[src/rtl/wdg_relay_pkg.sv]
package wdg_relay_pkg;

    localparam int CFG_W   = 16;
    localparam int SEL_W   = 3;
    localparam int CNT_W   = (1 << SEL_W);
    localparam int EN_BIT  = 3;
    localparam int POL_BIT = 4;

    typedef struct packed {
        logic             pol;
        logic             arm;
        logic [SEL_W-1:0] sel;
    } wdg_cfg_t;

    localparam int CFG_USED = $bits(wdg_cfg_t);

    // Interval length in base ticks: 2^((2^SEL_W - 1) - sel), which is 1 << ~sel.
    function automatic logic [CNT_W-1:0] ticks_for_sel(input logic [SEL_W-1:0] sel);
        logic [SEL_W-1:0] sh;
        sh = ~sel;
        return CNT_W'(1) << sh;
    endfunction

endpackage

[src/rtl/wdg_cfg_reg.sv]
module wdg_cfg_reg
    import wdg_relay_pkg::*;
(
    input  logic             clk,
    input  logic             rst,
    input  logic             wr_en,
    input  logic [CFG_W-1:0] wr_data,
    output wdg_cfg_t         cfg_q,
    output logic             upd_q
);

    logic unused_hi;
    assign unused_hi = ^wr_data[CFG_W-1:CFG_USED];

    always_ff @(posedge clk) begin
        if (rst) begin
            cfg_q <= '0;
            upd_q <= 1'b0;
        end else begin
            upd_q <= wr_en;
            if (wr_en) begin
                cfg_q.sel <= wr_data[SEL_W-1:0];
                cfg_q.arm <= wr_data[EN_BIT];
                cfg_q.pol <= wr_data[POL_BIT];
            end
        end
    end

endmodule

[src/rtl/wdg_countdown.sv]
module wdg_countdown
    import wdg_relay_pkg::*;
(
    input  logic             clk,
    input  logic             rst,
    input  logic             en_eff,
    input  logic [SEL_W-1:0] sel,
    input  logic             reload_req,
    input  logic             tag,
    input  logic             tick,
    output logic             timed_out
);

    logic [CNT_W-1:0] cnt_q;
    logic [CNT_W-1:0] reload_val;
    logic             en_q;
    logic             en_changed;

    assign reload_val = ticks_for_sel(sel);
    assign en_changed = (en_eff != en_q);

    always_ff @(posedge clk) begin
        if (rst) begin
            cnt_q     <= ticks_for_sel('0);
            timed_out <= 1'b0;
            en_q      <= 1'b0;
        end else begin
            en_q <= en_eff;
            if (!en_eff) begin
                cnt_q     <= reload_val;
                timed_out <= 1'b0;
            end else if (tag) begin
                cnt_q     <= reload_val;
                timed_out <= 1'b0;
            end else if (reload_req || en_changed) begin
                cnt_q <= reload_val;
            end else if (tick && !timed_out) begin
                if (cnt_q <= CNT_W'(1)) begin
                    cnt_q     <= '0;
                    timed_out <= 1'b1;
                end else begin
                    cnt_q <= cnt_q - 1'b1;
                end
            end
        end
    end

endmodule

[src/rtl/wdg_relay_drive.sv]
module wdg_relay_drive
    import wdg_relay_pkg::*;
(
    input  wdg_cfg_t cfg,
    input  logic     jmp_en,
    input  logic     jmp_pol,
    input  logic     timed_out,
    output logic     en_eff,
    output logic     relay_ctl
);

    logic pol_eff;

    assign en_eff    = cfg.arm ^ jmp_en;
    assign pol_eff   = cfg.pol ^ jmp_pol;
    assign relay_ctl = timed_out ^ pol_eff;

endmodule

[src/rtl/wdg_relay_top.sv]
module wdg_relay_top
    import wdg_relay_pkg::*;
#(
    parameter int DATA_W = CFG_W
) (
    input  logic              clk,
    input  logic              rst,
    input  logic              wr_en_i,
    input  logic [DATA_W-1:0] wr_data_i,
    input  logic              rd_en_i,
    input  logic              jmp_en_i,
    input  logic              jmp_pol_i,
    input  logic              tick_i,
    output logic              relay_ctl_o
);

    wdg_cfg_t cfg;
    logic     cfg_upd;
    logic     en_eff;
    logic     timed_out;

    wdg_cfg_reg u_cfg (
        .clk     (clk),
        .rst     (rst),
        .wr_en   (wr_en_i),
        .wr_data (CFG_W'(wr_data_i)),
        .cfg_q   (cfg),
        .upd_q   (cfg_upd)
    );

    wdg_countdown u_cnt (
        .clk        (clk),
        .rst        (rst),
        .en_eff     (en_eff),
        .sel        (cfg.sel),
        .reload_req (cfg_upd),
        .tag        (rd_en_i),
        .tick       (tick_i),
        .timed_out  (timed_out)
    );

    wdg_relay_drive u_drv (
        .cfg       (cfg),
        .jmp_en    (jmp_en_i),
        .jmp_pol   (jmp_pol_i),
        .timed_out (timed_out),
        .en_eff    (en_eff),
        .relay_ctl (relay_ctl_o)
    );

endmodule

[config.mk]
export PLATFORM = sky130hd
export DESIGN_NAME = wdg_relay_top
export DESIGN_NICKNAME = d
export VERILOG_FILES = /design/src/rtl/wdg_relay_pkg.sv /design/src/rtl/wdg_cfg_reg.sv /design/src/rtl/wdg_countdown.sv /design/src/rtl/wdg_relay_drive.sv /design/src/rtl/wdg_relay_top.sv
export SDC_FILE = /design/constraint.sdc
export NUM_CORES = 1
export LEC_CHECK = 0
export BUFFER_PORTS_ARGS = -buffer_cell sky130_fd_sc_hd__buf_4
export CORE_AREA = 3 3 53 55
export DETAILED_ROUTE_END_ITERATION = 8
export DIE_AREA = 0 0 56 58
export PLACE_DENSITY = 0.67
export SYNTH_ARGS = -nofsm -noshare
export SYNTH_HDL_FRONTEND = slang
export SYNTH_SLANG_ARGS = --single-unit
[constraint.sdc]
create_clock -name clk -period 1.6 [get_ports clk]
set_clock_uncertainty 0.2 [all_clocks]
set_input_delay 0.16 -clock clk [delete_from_list [all_inputs] [get_ports clk]]
set_output_delay 0.16 -clock clk [all_outputs]
set_load 0.01 [all_outputs]
# Word-level counts from Yosys, hierarchy flattened
# Index checks and enable logic that the tools add are counted.
[op_classes]
addsub = 1
order_cmp = 1
n_eq_ne = 2
shifts = 1
mux = 5
bitwise_logic = 6
reduce_logical = 5
[ops]
columns = ["cell", "count"]
rows = [
  ["8-bit 2-to-1 mux", 5],
  ["8-bit by 1-bit less-or-equal comparator with 1-bit output, second input constant", 1],
  ["1-bit by 3-bit left shift with 8-bit output, first input constant", 1],
  ["8-bit by 1-bit subtractor with 8-bit output, second input constant", 1],
  ["4-bit inequality test, second input constant", 1],
  ["3-bit NOT", 1],
  ["3-bit AND reduction", 1],
  ["3-bit OR reduction", 1],
  ["1-bit bitwise XOR", 3],
  ["1-bit NOT", 2],
  ["1-bit logical AND", 1],
  ["1-bit logical NOT", 1],
  ["1-bit logical OR", 1],
  ["1-bit inequality test", 1],
]
[totals]
register_bits = 16
in_bits = 23
output_inout_bits = 1
wordCells = 28

# Logic depth before layout (Yosys ltp)
[depth]
word_depth = 6
ltp_mapped = 6
mapped_depth_nobuf = 6

# Modules after synthesis
# Synthesis repeated with hierarchy kept, for this count alone.
[unflattened]
cells_unflattened = 97
area_unflattened_um2 = 945.9
[by_module_without_submodules]
columns = ["mod", "n_inst", "cells_per_inst", "area_per_inst_um2", "seq_area_each_um2"]
rows = [
  ["wdg_countdown", 1, 77, 706.9, 200.2],
  ["wdg_cfg_reg", 1, 18, 206.4, 120.1],
  ["wdg_relay_drive", 1, 2, 32.5, 0.0],
]

# Worst setup path before layout
# Ideal clock, no wire load.
[synth_path]
path_type = "reg-to-reg"
from = "register u_cnt.cnt_q[0]"
to = "register u_cnt.cnt_q[1]"
arrival_ps = 1468
required_ps = 1309
setup_slack_ps = -159
path_stages_with_launch = 7
n_path_buf = 0
path_cell_list = "dfxtp_1 > inv_1 > ha_1 > or2_2 > nand4_2 > nand3b_1 > a311oi_1"
[synth_between]
elab_chain_len = 6
word_cells_on_any_way = 7
cone_classes = "add/sub: 1; order compare: 1; mux: 5"
[synth_rtl]
columns = ["item", "line_no", "rtl"]
rows = [
  ["start, declared", "wdg_countdown.sv:14", "logic [CNT_W-1:0] cnt_q;"],
  ["start signal, assigned", "wdg_countdown.sv:24", "cnt_q <= ticks_for_sel('0);"],
  ["start signal, assigned", "wdg_countdown.sv:30", "cnt_q <= reload_val;"],
  ["start signal, assigned", "wdg_countdown.sv:33", "cnt_q <= reload_val;"],
  ["8-bit by 1-bit subtractor with 8-bit output / 8-bit by 1-bit less-or-equal comparator with 1-bit output (equally long branches)", "wdg_countdown.sv:42, wdg_countdown.sv:38", ""],
  ["8-bit 2-to-1 mux *", "wdg_countdown.sv:38", "if (cnt_q <= CNT_W'(1)) begin"],
  ["8-bit 2-to-1 mux *", "wdg_countdown.sv:37", "end else if (tick && !timed_out) begin"],
  ["8-bit 2-to-1 mux *", "wdg_countdown.sv:35", "end else if (reload_req || en_changed) begin"],
  ["8-bit 2-to-1 mux *", "wdg_countdown.sv:32", "end else if (tag) begin"],
  ["8-bit 2-to-1 mux *", "wdg_countdown.sv:29", "if (!en_eff) begin"],
]
# Every way passes the cells marked *; elsewhere a longest branch is shown, timed or not. The select of a mux whose other input is x is not followed.
# A chain may end at the register's enable or synchronous reset.

# Worst setup path in the final report
[layout_path]
from = "register u_cnt.cnt_q[0]"
to = "register u_cnt.cnt_q[7]"
# The elaborated chain is that of the path after synthesis.

==> out/metrics.cfg <==
[logic_synthesis]
synthTopCellsByCount = 16 x dfxtp_1, 14 x nor2_1, 7 x nand4_1
synth_edf_count = 0
netlist.area_leader.share_pct = 33.9
synth_cell_types = 38
syn_area_um2 = 946
ys_top_cells_by_area = dfxtp_1 34%, nor2_1 5.6%, mux2i_1 5.3%, nand4_1 4.6%, nand4b_1 4.6%
synth_top_flop_cell = dfxtp_1
synth.most_common_cell = dfxtp_1
synth_top_area_cell = dfxtp_1
synth_cells = 102
synth_seq_area_share_pct = 33.9
ys.warnings.count = 0
postSynthAreaPerCell_um2 = 9.27
synth_fp_nets = 127
synth-seq-cells = 16
ys_async_sr_fraction_pct = 0

[critical_path]
arrival_ns = 1.70
start_kind = flip-flop
path_class = flip-flop to flip-flop
max_stage_delay_ns = 0.38
cp_max_fo = 4
required_ns = 1.59
worstPathCellList = nor4_4 -> nand4b_1 -> mux2_2 -> a221o_1
slowest_stage = dfxtp_4
end_kind = flip-flop

[power_and_ir_drop]
power_frac_clock_pct = 28.6
combinationalPowerShare_pct = 27.0
peakVddDrop_uv = 521
powerDensity_nw_per_um2 = 668
p_sw_share_pct = 28.6
leakagePower_nw = 0.559
switching_power_uw = 281
intPower_uw = 702
p_seq_share_pct = 44.4

[status]
status = finished with violations
violations = hold timing, setup timing

[timing]
clock.fmax_mhz = 585
holdWs_ns = -0.0150
setup-violations-final = 6
tightest_slew_ns = 0.331
setup_slack_ns = -0.109
rsz0062_at_grt = true
slew-limit-headroom_pct = 77.9
hold_violations = 1
fin_crit_ns = 1.71
slew_viol_final = 0
finalCritPeriodShare_pct = 107

[detailed_routing]
routed_wl_mm = 2.59
dr.pass1.iters = 4
drtIter0Drc = 21
viasPerCell = 5.49
drcViolationCount = 0
ant_nets = 0
vias = 956
detail_route.wl_per_cell_um = 14.9

[worst_hold_path]
hold_path.class = input port to flip-flop

[global_routing]
grt_pass1_vias = 929
grt_max_degree = 17
grtUsageTotal_pct = 16.5
met2_usage_pct = 30.7
busiest_layer = met2
antenna_found_initial = 0
met1_usage_pct = 19.3
grt_pass1_wl_mm = 4.26
grt-ovfl-total = 0
gr-usage-met3_pct = 3.34

[die]
rows = 18
die_h_um = 58
initial_utilization_pct = 38.9
core_um2 = 2430
pin_count = 24
dieArea_um2 = 3250
die_w_um = 56

[cts]
ctsLongestPathBuffers = 2
cts-root-buf = clkbuf_4
cts_tree = built
cts_inserted_buffers = 3
path_clk_slew_ns = 0.10
clk_latency_ns = 0.29
htreeDepth = 1
cts_sinks = 16

[layout]
layout.nets = 170
areaGrowthSynthToFinish_pct = 55.4
insertedDiodeCount = 0
drive_above_1_share_pct = 43.8

[placement]
dp_slack_ns = -0.152
gp_congestion = 0.827
io_buffer_count = 12
dp.final_hpwl_mm = 1.63

[flow_run]
maxCapViolations = 0

-- flip-flops by register name, summed over array words and instances (netlist names) --
signal,flops
u_cnt.timed_out,1
u_cnt.en_q,1
u_cfg.upd_q,1
u_cnt.cnt_q,8
u_cfg.cfg_q,5
-- power by group through the flow --
stage | registers (mW) | logic [mW] | clock network, mW
after floorplan | 0.442 | 0.125 | 0
final | 0.436 | 0.266 | 0.281
after global routing | 0.440 | 0.289 | 0.300
after global placement | 0.445 | 0.198 | 0
after CTS | 0.436 | 0.256 | 0.286
after detailed placement | 0.446 | 0.202 | 0
-- cell type report --
cell class / instances / area (um^2)
clock buffer: 4 / 36.3
fill: 206 / 962
inverter: 2 / 7.51
multi-input combinational: 78 / 681
sequential: 16 / 334
tap: 30 / 37.5
timing repair buffer: 44 / 374
-- through the flow --
step	util [%]	instance area, um^2	TNS (ns)	std cells	total power [mW]
final	60.4	1470	-0.235	174	0.983
after global routing	60.4	1470	-0.809	174	1.03
after CTS	59.7	1450	-0.415	177	0.978
after detailed placement	49.5	1200	-0.456	156	0.649
after global placement	49.5	1200	-0.404	156	0.642
after floorplan	-	988	-0.0637	102	0.567
-- layout by cell type (no fill, tap or decap), drive strengths merged, types with 3 or more instances in the layout --
cell,n
nand4,9
mux2i,5
nand3,5
dlygate4sd3,10
clkbuf,4
a31oi,5
xnor2,3
dfxtp,16
buf,34
nor3,4
nor2,14
nand4b,5
-- worst paths after layout --
kind	start	endpoint	slack (ns)	cells after the start
worst max-delay path	u_cnt.cnt_q[0]	u_cnt.cnt_q[7]	-0.11	4
worst min-delay path	wr_en_i	u_cfg.cfg_q[3]	-0.02	3
worst max register to register	u_cnt.cnt_q[0]	u_cnt.cnt_q[7]	-0.11	4
worst min register to register	u_cnt.cnt_q[6]	u_cnt.cnt_q[6]	0.32	2
-- kinds of logic (layout without fill, tap and decap cells) --
logic type	Yosys count	after routing	synth area share [%]
adder cells (fa/ha/maj)	2	2	2.65
XOR/XNOR	5	5	5.42
multiplexers	6	6	6.48
flip-flops	16	16	33.9
AO/OA/AOI/OAI	14	14	10.8
buffers and inverters	9	50	6.35
AND/OR/NAND/NOR	50	51	34.4
-- per-layer routing --
metal	vias up	part of all wire (%)
li1	470	-
met1	446	41
met2	36	53
met3	4	4.6
met4	0	0.81
met5	-	0
-- repair_timing --
item                       CTS  global route
pin swaps                    8             8
setup endpoints to repair    7            12
resized for setup           12            10
buffers inserted             3             1
gates cloned                 1             0
hold buffers                13             0
hold endpoints to repair    15             0
-- critical path: cells and delay by family (launching register included) --
kind	cells	cell delay, ns
DFF	1	0.38
and+or+nand+nor	2	0.44
AOI/OAI and AO/OA	1	0.29
muxes	1	0.30
(Power assumes the default switching activity.)
